===== src/rtl/lncop_pkg.sv =====
package lncop_pkg;
    localparam int WORD_W   = 32;
    localparam int EXP_W    = 8;
    localparam int FRAC_W   = 23;
    localparam int EXP_BIAS = 127;
    localparam logic [WORD_W-1:0] QNAN_WORD = 32'h7FC0_0000;
    // ln(2) in Q1.31, rounded
    localparam logic [WORD_W-1:0] LN2_Q31   = 32'd1488522236;

    typedef enum logic [1:0] {
        ST_IDLE,
        ST_LOAD,
        ST_BUSY,
        ST_PUSH
    } wrap_state_t;

    typedef struct packed {
        logic              ctrl;
        logic [WORD_W-1:0] data;
    } link_word_t;
endpackage


===== src/rtl/link_fifo.sv =====
module link_fifo #(
    parameter int WIDTH = 33,
    parameter int DEPTH = 16
) (
    input  logic             clk,
    input  logic             rst_n,
    input  logic             push,
    input  logic [WIDTH-1:0] din,
    input  logic             pop,
    output logic [WIDTH-1:0] dout,
    output logic             full,
    output logic             empty
);
    localparam int AW = $clog2(DEPTH);

    logic [WIDTH-1:0] mem [DEPTH];
    logic [AW:0]      wr_ptr;
    logic [AW:0]      rd_ptr;

    assign empty = (wr_ptr == rd_ptr);
    assign full  = (wr_ptr[AW] != rd_ptr[AW]) && (wr_ptr[AW-1:0] == rd_ptr[AW-1:0]);
    assign dout  = mem[rd_ptr[AW-1:0]];

    always_ff @(posedge clk) begin
        if (!rst_n) begin
            wr_ptr <= '0;
            rd_ptr <= '0;
        end else begin
            if (push && !full) begin
                wr_ptr <= wr_ptr + 1'b1;
            end
            if (pop && !empty) begin
                rd_ptr <= rd_ptr + 1'b1;
            end
        end
    end

    always_ff @(posedge clk) begin
        if (push && !full) begin
            mem[wr_ptr[AW-1:0]] <= din;
        end
    end
endmodule


===== src/rtl/ln_engine.sv =====
module ln_engine
    import lncop_pkg::*;
#(
    parameter int LATENCY = 8
) (
    input  logic              clk,
    input  logic              rst_n,
    input  logic              start,
    input  logic [WORD_W-1:0] operand,
    output logic              done,
    output logic              error,
    output logic [WORD_W-1:0] result
);
    localparam int CW = $clog2(LATENCY + 1);

    logic [WORD_W-1:0] op_q;
    logic [CW-1:0]     cnt_q;
    logic              busy_q;
    logic              fin_q;

    logic [EXP_W-1:0]  exp_f;
    logic [FRAC_W-1:0] frac_f;
    logic              bad;
    logic signed [9:0]          ue;
    logic signed [WORD_W-1:0]   ue_ext;
    logic signed [WORD_W-1:0]   lin;
    logic signed [2*WORD_W-1:0] prod;

    always_ff @(posedge clk) begin
        if (!rst_n) begin
            op_q   <= '0;
            cnt_q  <= '0;
            busy_q <= 1'b0;
            fin_q  <= 1'b0;
        end else begin
            fin_q <= 1'b0;
            if (start) begin
                op_q   <= operand;
                cnt_q  <= CW'(LATENCY);
                busy_q <= 1'b1;
            end else if (busy_q) begin
                cnt_q <= cnt_q - 1'b1;
                if (cnt_q == CW'(1)) begin
                    busy_q <= 1'b0;
                    fin_q  <= 1'b1;
                end
            end
        end
    end

    always_comb begin
        exp_f  = op_q[WORD_W-2 -: EXP_W];
        frac_f = op_q[FRAC_W-1:0];
        bad    = op_q[WORD_W-1] || (exp_f == '0) || (exp_f == '1);
        ue     = $signed({2'b00, exp_f}) - 10'sd127;
        ue_ext = {{(WORD_W-10){ue[9]}}, ue};
        lin    = (ue_ext <<< FRAC_W) | $signed({{(WORD_W-FRAC_W){1'b0}}, frac_f});
        prod   = $signed({{WORD_W{lin[WORD_W-1]}}, lin}) * $signed({{WORD_W{1'b0}}, LN2_Q31});
        result = prod[2*WORD_W-2 -: WORD_W];
    end

    assign done  = fin_q && !bad;
    assign error = fin_q && bad;
endmodule


===== src/rtl/lncop_wrap.sv =====
module lncop_wrap
    import lncop_pkg::*;
#(
    parameter int DEPTH   = 16,
    parameter int LATENCY = 8
) (
    input  logic        clk,
    input  logic        rst_n,
    input  logic        h2c_push,
    input  logic [31:0] h2c_data,
    input  logic        h2c_ctrl,
    output logic        h2c_full,
    input  logic        c2h_pop,
    output logic [31:0] c2h_data,
    output logic        c2h_ctrl,
    output logic        c2h_valid
);
    localparam int LW = WORD_W + 1;

    wrap_state_t       state_q;
    wrap_state_t       state_d;
    link_word_t        in_head;
    link_word_t        out_word;
    link_word_t        out_head;
    logic              in_empty;
    logic              in_pop;
    logic              out_full;
    logic              out_empty;
    logic              out_push;
    logic              core_start;
    logic              core_done;
    logic              core_err;
    logic [WORD_W-1:0] core_res;
    logic [WORD_W-1:0] res_q;
    logic              res_ctrl_q;

    link_fifo #(.WIDTH(LW), .DEPTH(DEPTH)) u_in_link (
        .clk   (clk),
        .rst_n (rst_n),
        .push  (h2c_push),
        .din   ({h2c_ctrl, h2c_data}),
        .pop   (in_pop),
        .dout  (in_head),
        .full  (h2c_full),
        .empty (in_empty)
    );

    ln_engine #(.LATENCY(LATENCY)) u_engine (
        .clk     (clk),
        .rst_n   (rst_n),
        .start   (core_start),
        .operand (in_head.data),
        .done    (core_done),
        .error   (core_err),
        .result  (core_res)
    );

    assign out_word = '{ctrl: res_ctrl_q, data: res_q};

    link_fifo #(.WIDTH(LW), .DEPTH(DEPTH)) u_out_link (
        .clk   (clk),
        .rst_n (rst_n),
        .push  (out_push),
        .din   (out_word),
        .pop   (c2h_pop),
        .dout  (out_head),
        .full  (out_full),
        .empty (out_empty)
    );

    assign c2h_data  = out_head.data;
    assign c2h_ctrl  = out_head.ctrl;
    assign c2h_valid = !out_empty;

    // state register
    always_ff @(posedge clk) begin
        if (!rst_n) begin
            state_q <= ST_IDLE;
        end else begin
            state_q <= state_d;
        end
    end

    // transitions
    always_comb begin
        state_d = state_q;
        unique case (state_q)
            ST_IDLE: if (!in_empty) state_d = ST_LOAD;
            ST_LOAD: state_d = in_head.ctrl ? ST_PUSH : ST_BUSY;
            ST_BUSY: if (core_done || core_err) state_d = ST_PUSH;
            ST_PUSH: if (!out_full) state_d = ST_IDLE;
            default: state_d = ST_IDLE;
        endcase
    end

    // outputs of the sequencer
    always_comb begin
        in_pop     = 1'b0;
        core_start = 1'b0;
        out_push   = 1'b0;
        unique case (state_q)
            ST_IDLE: ;
            ST_LOAD: begin
                in_pop     = 1'b1;
                core_start = !in_head.ctrl;
            end
            ST_BUSY: ;
            ST_PUSH: out_push = !out_full;
            default: ;
        endcase
    end

    // result holding register
    always_ff @(posedge clk) begin
        if (!rst_n) begin
            res_q      <= '0;
            res_ctrl_q <= 1'b0;
        end else if (state_q == ST_LOAD && in_head.ctrl) begin
            res_q      <= in_head.data;
            res_ctrl_q <= 1'b1;
        end else if (state_q == ST_BUSY && core_err) begin
            res_q      <= QNAN_WORD;
            res_ctrl_q <= 1'b1;
        end else if (state_q == ST_BUSY && core_done) begin
            res_q      <= core_res;
            res_ctrl_q <= 1'b0;
        end
    end
endmodule


===== config.mk =====
export PLATFORM = sky130hd
export DESIGN_NAME = lncop_wrap
export DESIGN_NICKNAME = d
export VERILOG_FILES = /design/src/rtl/lncop_pkg.sv /design/src/rtl/link_fifo.sv /design/src/rtl/ln_engine.sv /design/src/rtl/lncop_wrap.sv
export SDC_FILE = /design/constraint.sdc
export NUM_CORES = 2
export LEC_CHECK = 0
export ABC_CLOCK_PERIOD_IN_PS = 23700
export BUFFER_PORTS_ARGS = -buffer_cell sky130_fd_sc_hd__buf_4
export CAP_MARGIN = 20
export CORE_ASPECT_RATIO = 0.75
export CORE_UTILIZATION = 47
export DETAILED_ROUTE_END_ITERATION = 6
export PLACE_DENSITY = 0.66
export SLEW_MARGIN = 0
export SYNTH_ARGS = -nofsm -noshare
export SYNTH_HDL_FRONTEND = slang
export SYNTH_SLANG_ARGS = --single-unit
export TNS_END_PERCENT = 100

===== constraint.sdc =====
create_clock -name clk -period 23.7 [get_ports clk]
set_input_delay 3.555 -clock clk [delete_from_list [all_inputs] [get_ports clk]]
set_output_delay 3.555 -clock clk [all_outputs]
set_load 0.01 [all_outputs]

== Word level (Yosys, flattened, before mapping) ==
Memory sizes are Yosys's and may differ from the RTL's. A register that Yosys moved wholly into a read port is not among the register bits.
Index checks and enable logic that the tools add are counted.
Operators by class
  multiply operators: 1
  add/sub/neg operators: 6
  reductions and logical operators: 27
  equality and inequality tests: 14
  muxes and demuxes: 28
  bitwise operators: 3
Operator list (count)
  $mux W32: 3
  $mul A32 B30 Y61 const B: 1
  $or A32 B24 Y32: 1
  $mux W4: 6
  $add A5 B1 Y5 const B: 4
  $mux W1: 15
  $logic_and A1 B1 Y1: 11
  $eq A5 B5 Y1: 2
  $sub A8 B7 Y9 const B: 1
  $eq A4 B4 Y1: 2
  $eq A8 B8 Y1 const B: 1
  $logic_not A8 Y1: 1
  $pmux W2 S4: 1
  $logic_not A1 Y1: 6
  $mux W2: 3
  $ne A2 B2 Y1 const B: 3
  $eq A2 B2 Y1 const B: 2
  $eq A4 B1 Y1 const B: 1
  $sub A4 B1 Y4 const B: 1
  $logic_or A1 B1 Y1: 3
  $reduce_and A3 Y1: 1
  $reduce_bool A3 Y1: 1
  $reduce_or A3 Y1: 1
  $eq A2 B1 Y1 const B: 1
  other kinds (5): 7
Storage, ports and cells
  memories kept: 2
  bits in writable memories: 1056
  word-level logic and storage cells: 93
  bits of input ports: 37
  output and inout port bits: 35
  register bits: 93
Memory list
  u_in_link.mem: depth 16, bits a word 33, rd ports 1, clocked after Yosys merged registers in 1, write ports 1, RTL line link_fifo.sv:16  | logic [WIDTH-1:0] mem [DEPTH];
  u_out_link.mem: depth 16, bits a word 33, rd ports 1, clocked after Yosys merged registers in 1, write ports 1, RTL line link_fifo.sv:16

== Depth between registers and ports, before layout ==
  depth in word-level cells: 9
  mapped depth: 31
  gate-level depth less buffers: 30

== Hierarchy ==
A second synthesis with hierarchy kept.
Unflattened totals
  cell total of the unflattened synthesis: 3853
  area, all modules: 62680.1 µm²
Modules (own cells, without submodules)
  link_fifo at u_out_link: area an instance 20696.1 µm², instances 1, cells each 839
  link_fifo at u_in_link: area an instance 20691.1 µm², instances 1, cells each 840
  ln_engine: area an instance 19414.9 µm², instances 1, cells each 1984
  lncop_wrap: area an instance 1878.1 µm², instances 1, cells each 190

== Worst setup path after synthesis ==
OpenSTA, ideal clock, no wires.
  kind: register -> register
  start point: register u_engine.op_q[23]
  end point: register res_q[25]
  required time: 23613 ps
  period minus slack after synthesis: 9842 ps
  library setup time: 87 ps
  slack: 13858 ps
  data arrival time: 9755 ps
  stages on the path, launching flop included: 30
  path through: dfxtp_1 > ha_1 > nand3_1 > nor2_1 > nor2_1 > inv_2 > xnor2_1 > fa_1 > fa_1 > inv_1 > fa_1 > inv_1 > fa_1 > fa_1 > fa_1 > inv_1 > fa_1 > inv_1 > ha_1 > clkbuf_1 > a21oi_1 > o21bai_1 > a21oi_1 > and3b_1 > a21oi_1 > o211ai_2 > a2111oi_4 > o21ai_0 > xnor2_1 > o31ai_1
On the way
  longest elaborated chain between the ends: 7
  elaborated cells between the ends (all ways): 16
  those cells by class: 1 x add/sub; 1 x mul; 1 x eq/ne; 3 x mux; 1 x bitwise; 9 x reduce/logical
RTL lines
  start: declaration: RTL line ln_engine.sv:16  | logic [WORD_W-1:0] op_q;
  start signal: assignment: RTL line ln_engine.sv:38  | op_q <= operand;
  branches (longest 7 deep; another with $mul A32 B30 Y61)
  end signal: assignment: RTL line lncop_wrap.sv:119  | res_q <= in_head.data;
  end signal: assignment: RTL line lncop_wrap.sv:125  | res_q <= core_res;
  end: declaration: RTL line lncop_wrap.sv:34  | logic [WORD_W-1:0] res_q;
Several ways; the timed one is not identified. The select of a mux whose other input is x is not followed.
A chain may end at the register's enable or synchronous reset.

== Worst setup path in the final report ==
  start point: register u_engine.op_q[24]
  end point: register res_q[25]
Same word-level chain as after synthesis.

==> results.md <==
* Status: finished clean
* Max Root-Sink Buffers at 3
* DP Area at 64600 sq um
* Area delta synth->final at 10.9%
* Final nets at 4698
* Die ar. at 133000 sq um
* Post-Route Utilization at 52.8%
* Vias in the first global route at 33600
* CP arrival at 9630 ps
* Post-synth EDFFs at 1056
* Clock-pin slew on the worst setup and hold paths at 70 ps
* Syn nets at 4573
* Number of remaining DRC errors at 0
* Hold Violations, Final at 0
* Routed Antenna Nets at 0
* Core Rows at 114
* FILL cells at 10400
* Vias per std cell at 5.54
* Largest stage delay, worst path at 760 ps
* Final Slew Violations at 0
* Initial antenna violation count at 5
* Final setup violating endpoints at 0
* RSZ-0062 raised after global routing: no
* Setup TNS after final layout at 0 ps
* Worst setup EP type: register
* Area of the multi-input gates at 25100 sq um
* Routed WL at 150000 um
* IO Pins at 72
* Synth Cell Area at 61700 sq um
* Final RePlAce weighted congestion at 0.949
* Clock Latency Late Sink at 730 ps
* DIE HEIGHT at 316 um
* Global-route usage over all layers at 23.3%
* Share of cells above drive strength 1 at 17.0%
* Period utilization at 38.2%
* Post-synth ARST share at 0%
* Clk root buf: clkbuf_16
* Vias at 31800
* Skew final at 90.1 ps
* Core area at 130000 sq um
* Cts hold-fix bufs at 0
* CTS tree: built
* Wirelength per Cell at 26.1 um
* Top_reg_cell synth: edfxtp_1
* Register area at 33800 sq um
* Initial Util at 47.6%
* Post_cts resized at 0
* Max_slew headroom at 35.5%
* Die Wd at 420 um
* Overflow after GRT at 0
* Router iterations before antenna repair at 5
* Max Cap Violations at 0
* Post-Synthesis Cells at 3776
* Worst-path cell with the longest stage delay: xor2_1
* CTS Sinks at 1157
* Min cycle time layout at 9050 ps
* CP Launch Type: register
* CTS buffer count at 111
* Synth warn at 0
* H-tree Lvls at 3
* Worst slew pin tran at 968 ps
* Syn avg cell area at 16.3 sq um
* Worst EP required at 24270 ps
* First-pass GRT wire length at 224000 um
* Drt first-iter violations at 3193
* Final instance area at 68400 sq um
* Post-synth cell types at 67
* Hpwl dp at 102000 um
* CP max FO at 8
* Critical path's top delay family: adder cells
* #FFs+latches synth at 1157
* Seq/Total Area, Yosys at 54.7%
* Setup bufs post-CTS at 0
* Setup CP Type: reg -> reg
* I/O Buffers at 71
* Maximum clock rate at 110 MHz
* Worst min path class: reg -> reg
* Largest net degree at the start of global routing at 97
* CP Buf/Inv Count at 7
==> stage by stage <==
step / hold slack (ps) / setup WS (ps) / cells
global route: 573 / 14120 / 5739
global placement: 487 / 15040 / 5528
CTS: 501 / 14700 / 5738
floorplan: 469 / 13860 / 3776
finish: 503 / 14650 / 5740
detailed placement: 489 / 14870 / 5528
==> final timing paths <==
| path | slack [ps] | depth (start not counted) | start | endpoint |
|---|---|---|---|---|
| setup reg to reg | 14650 | 28 | u_engine.op_q[24] | res_q[25] |
| setup / recovery | 14650 | 28 | u_engine.op_q[24] | res_q[25] |
| hold reg to reg | 500 | 2 | u_engine.cnt_q[1] | u_engine.cnt_q[1] |
| hold / removal | 500 | 2 | u_engine.cnt_q[1] | u_engine.cnt_q[1] |
==> state kept, by name, summed over array words and instances (netlist names), named ones only <==
signal / flops
u_in_link.mem: 528
u_engine.op_q: 32
u_engine.fin_q: 1
res_q: 32
res_ctrl_q: 1
u_out_link.wr_ptr: 5
u_engine.busy_q: 1
state_q: 2
u_in_link.rd_ptr: 5
u_out_link.rd_ptr: 5
u_in_link.wr_ptr: 5
u_out_link.mem: 528
u_engine.cnt_q: 4
==> per-layer routing <==
| layer | share of wire (%) | routed length [um] | track usage [%] |
|---|---|---|---|
| met1 | 46 | 68800 | 35.8 |
| met2 | 44 | 66000 | 33.9 |
| met5 | 0.018 | 27 | 0 |
| met4 | 1.7 | 2470 | 4.60 |
| met3 | 8.3 | 12400 | 5.66 |
==> final cells by class <==
type	instances	area share, %
tap	1740	3.18
timing repair buffer	134	1.49
sequential	1157	49.3
clock buffer	133	4.25
multi-input combinational	1794	36.6
clock inverter	77	1.27
antenna	2	0.00731
inverter	703	3.86
==> synthesized netlist by cell type (5+ instances only) <==
library cell,instances,area share [%]
nor4_1,9,0.091
nor2b_1,42,0.43
a211oi_1,5,0.061
and3_1,8,0.081
mux2i_1,40,0.65
a31oi_1,10,0.10
fa_1,465,15
nand3_1,30,0.24
a21boi_0,8,0.097
dfxtp_1,101,3.3
and2_1,27,0.27
a221oi_1,17,0.24
xor2_1,25,0.35
or3_1,5,0.051
nor3_1,16,0.13
buf_1,17,0.10
xnor2_1,55,0.78
mux4_2,330,12
nand2_1,80,0.49
nand2b_1,12,0.12
edfxtp_1,1056,51
o211ai_1,5,0.061
inv_1,702,4.3
o31ai_1,6,0.073
ha_1,295,6.0
nor2_1,85,0.52
o21ai_0,50,0.41
nand4_1,19,0.19
clkbuf_1,84,0.51
o221ai_1,5,0.071
buf_2,20,0.16
o21bai_1,7,0.085
nor3b_1,6,0.073
a21o_1,20,0.24
a21oi_1,68,0.55
==> placed cells by master (no fill, tap or decap), drive strengths merged, types with 69 or more instances in the layout <==
master	n
inv	709
clkbuf	133
a21oi	69
edfxtp	1056
nand2	80
fa	465
buf	134
nor2	86
ha	295
dfxtp	101
mux4	330
==> cells by family after synthesis <==
kind of cell	after synthesis	synth area share, %
flip-flops	1157	54.7
buffers and inverters	825	5.07
adder cells (fa/ha/maj)	760	21.1
multiplexers	371	12.7
AND/OR/NAND/NOR	347	2.79
AO/OA/AOI/OAI	236	2.53
XOR/XNOR	80	1.14
==> worst min-delay path: stages (launching register included) <==
cell and delay [ps]:
dfxtp_1 330, nor2_1 90, a211oi_1 50
Power is left out: the tool's default activity adds up to more than one toggle a clock period on the data nets, which glitch-free logic cannot reach.
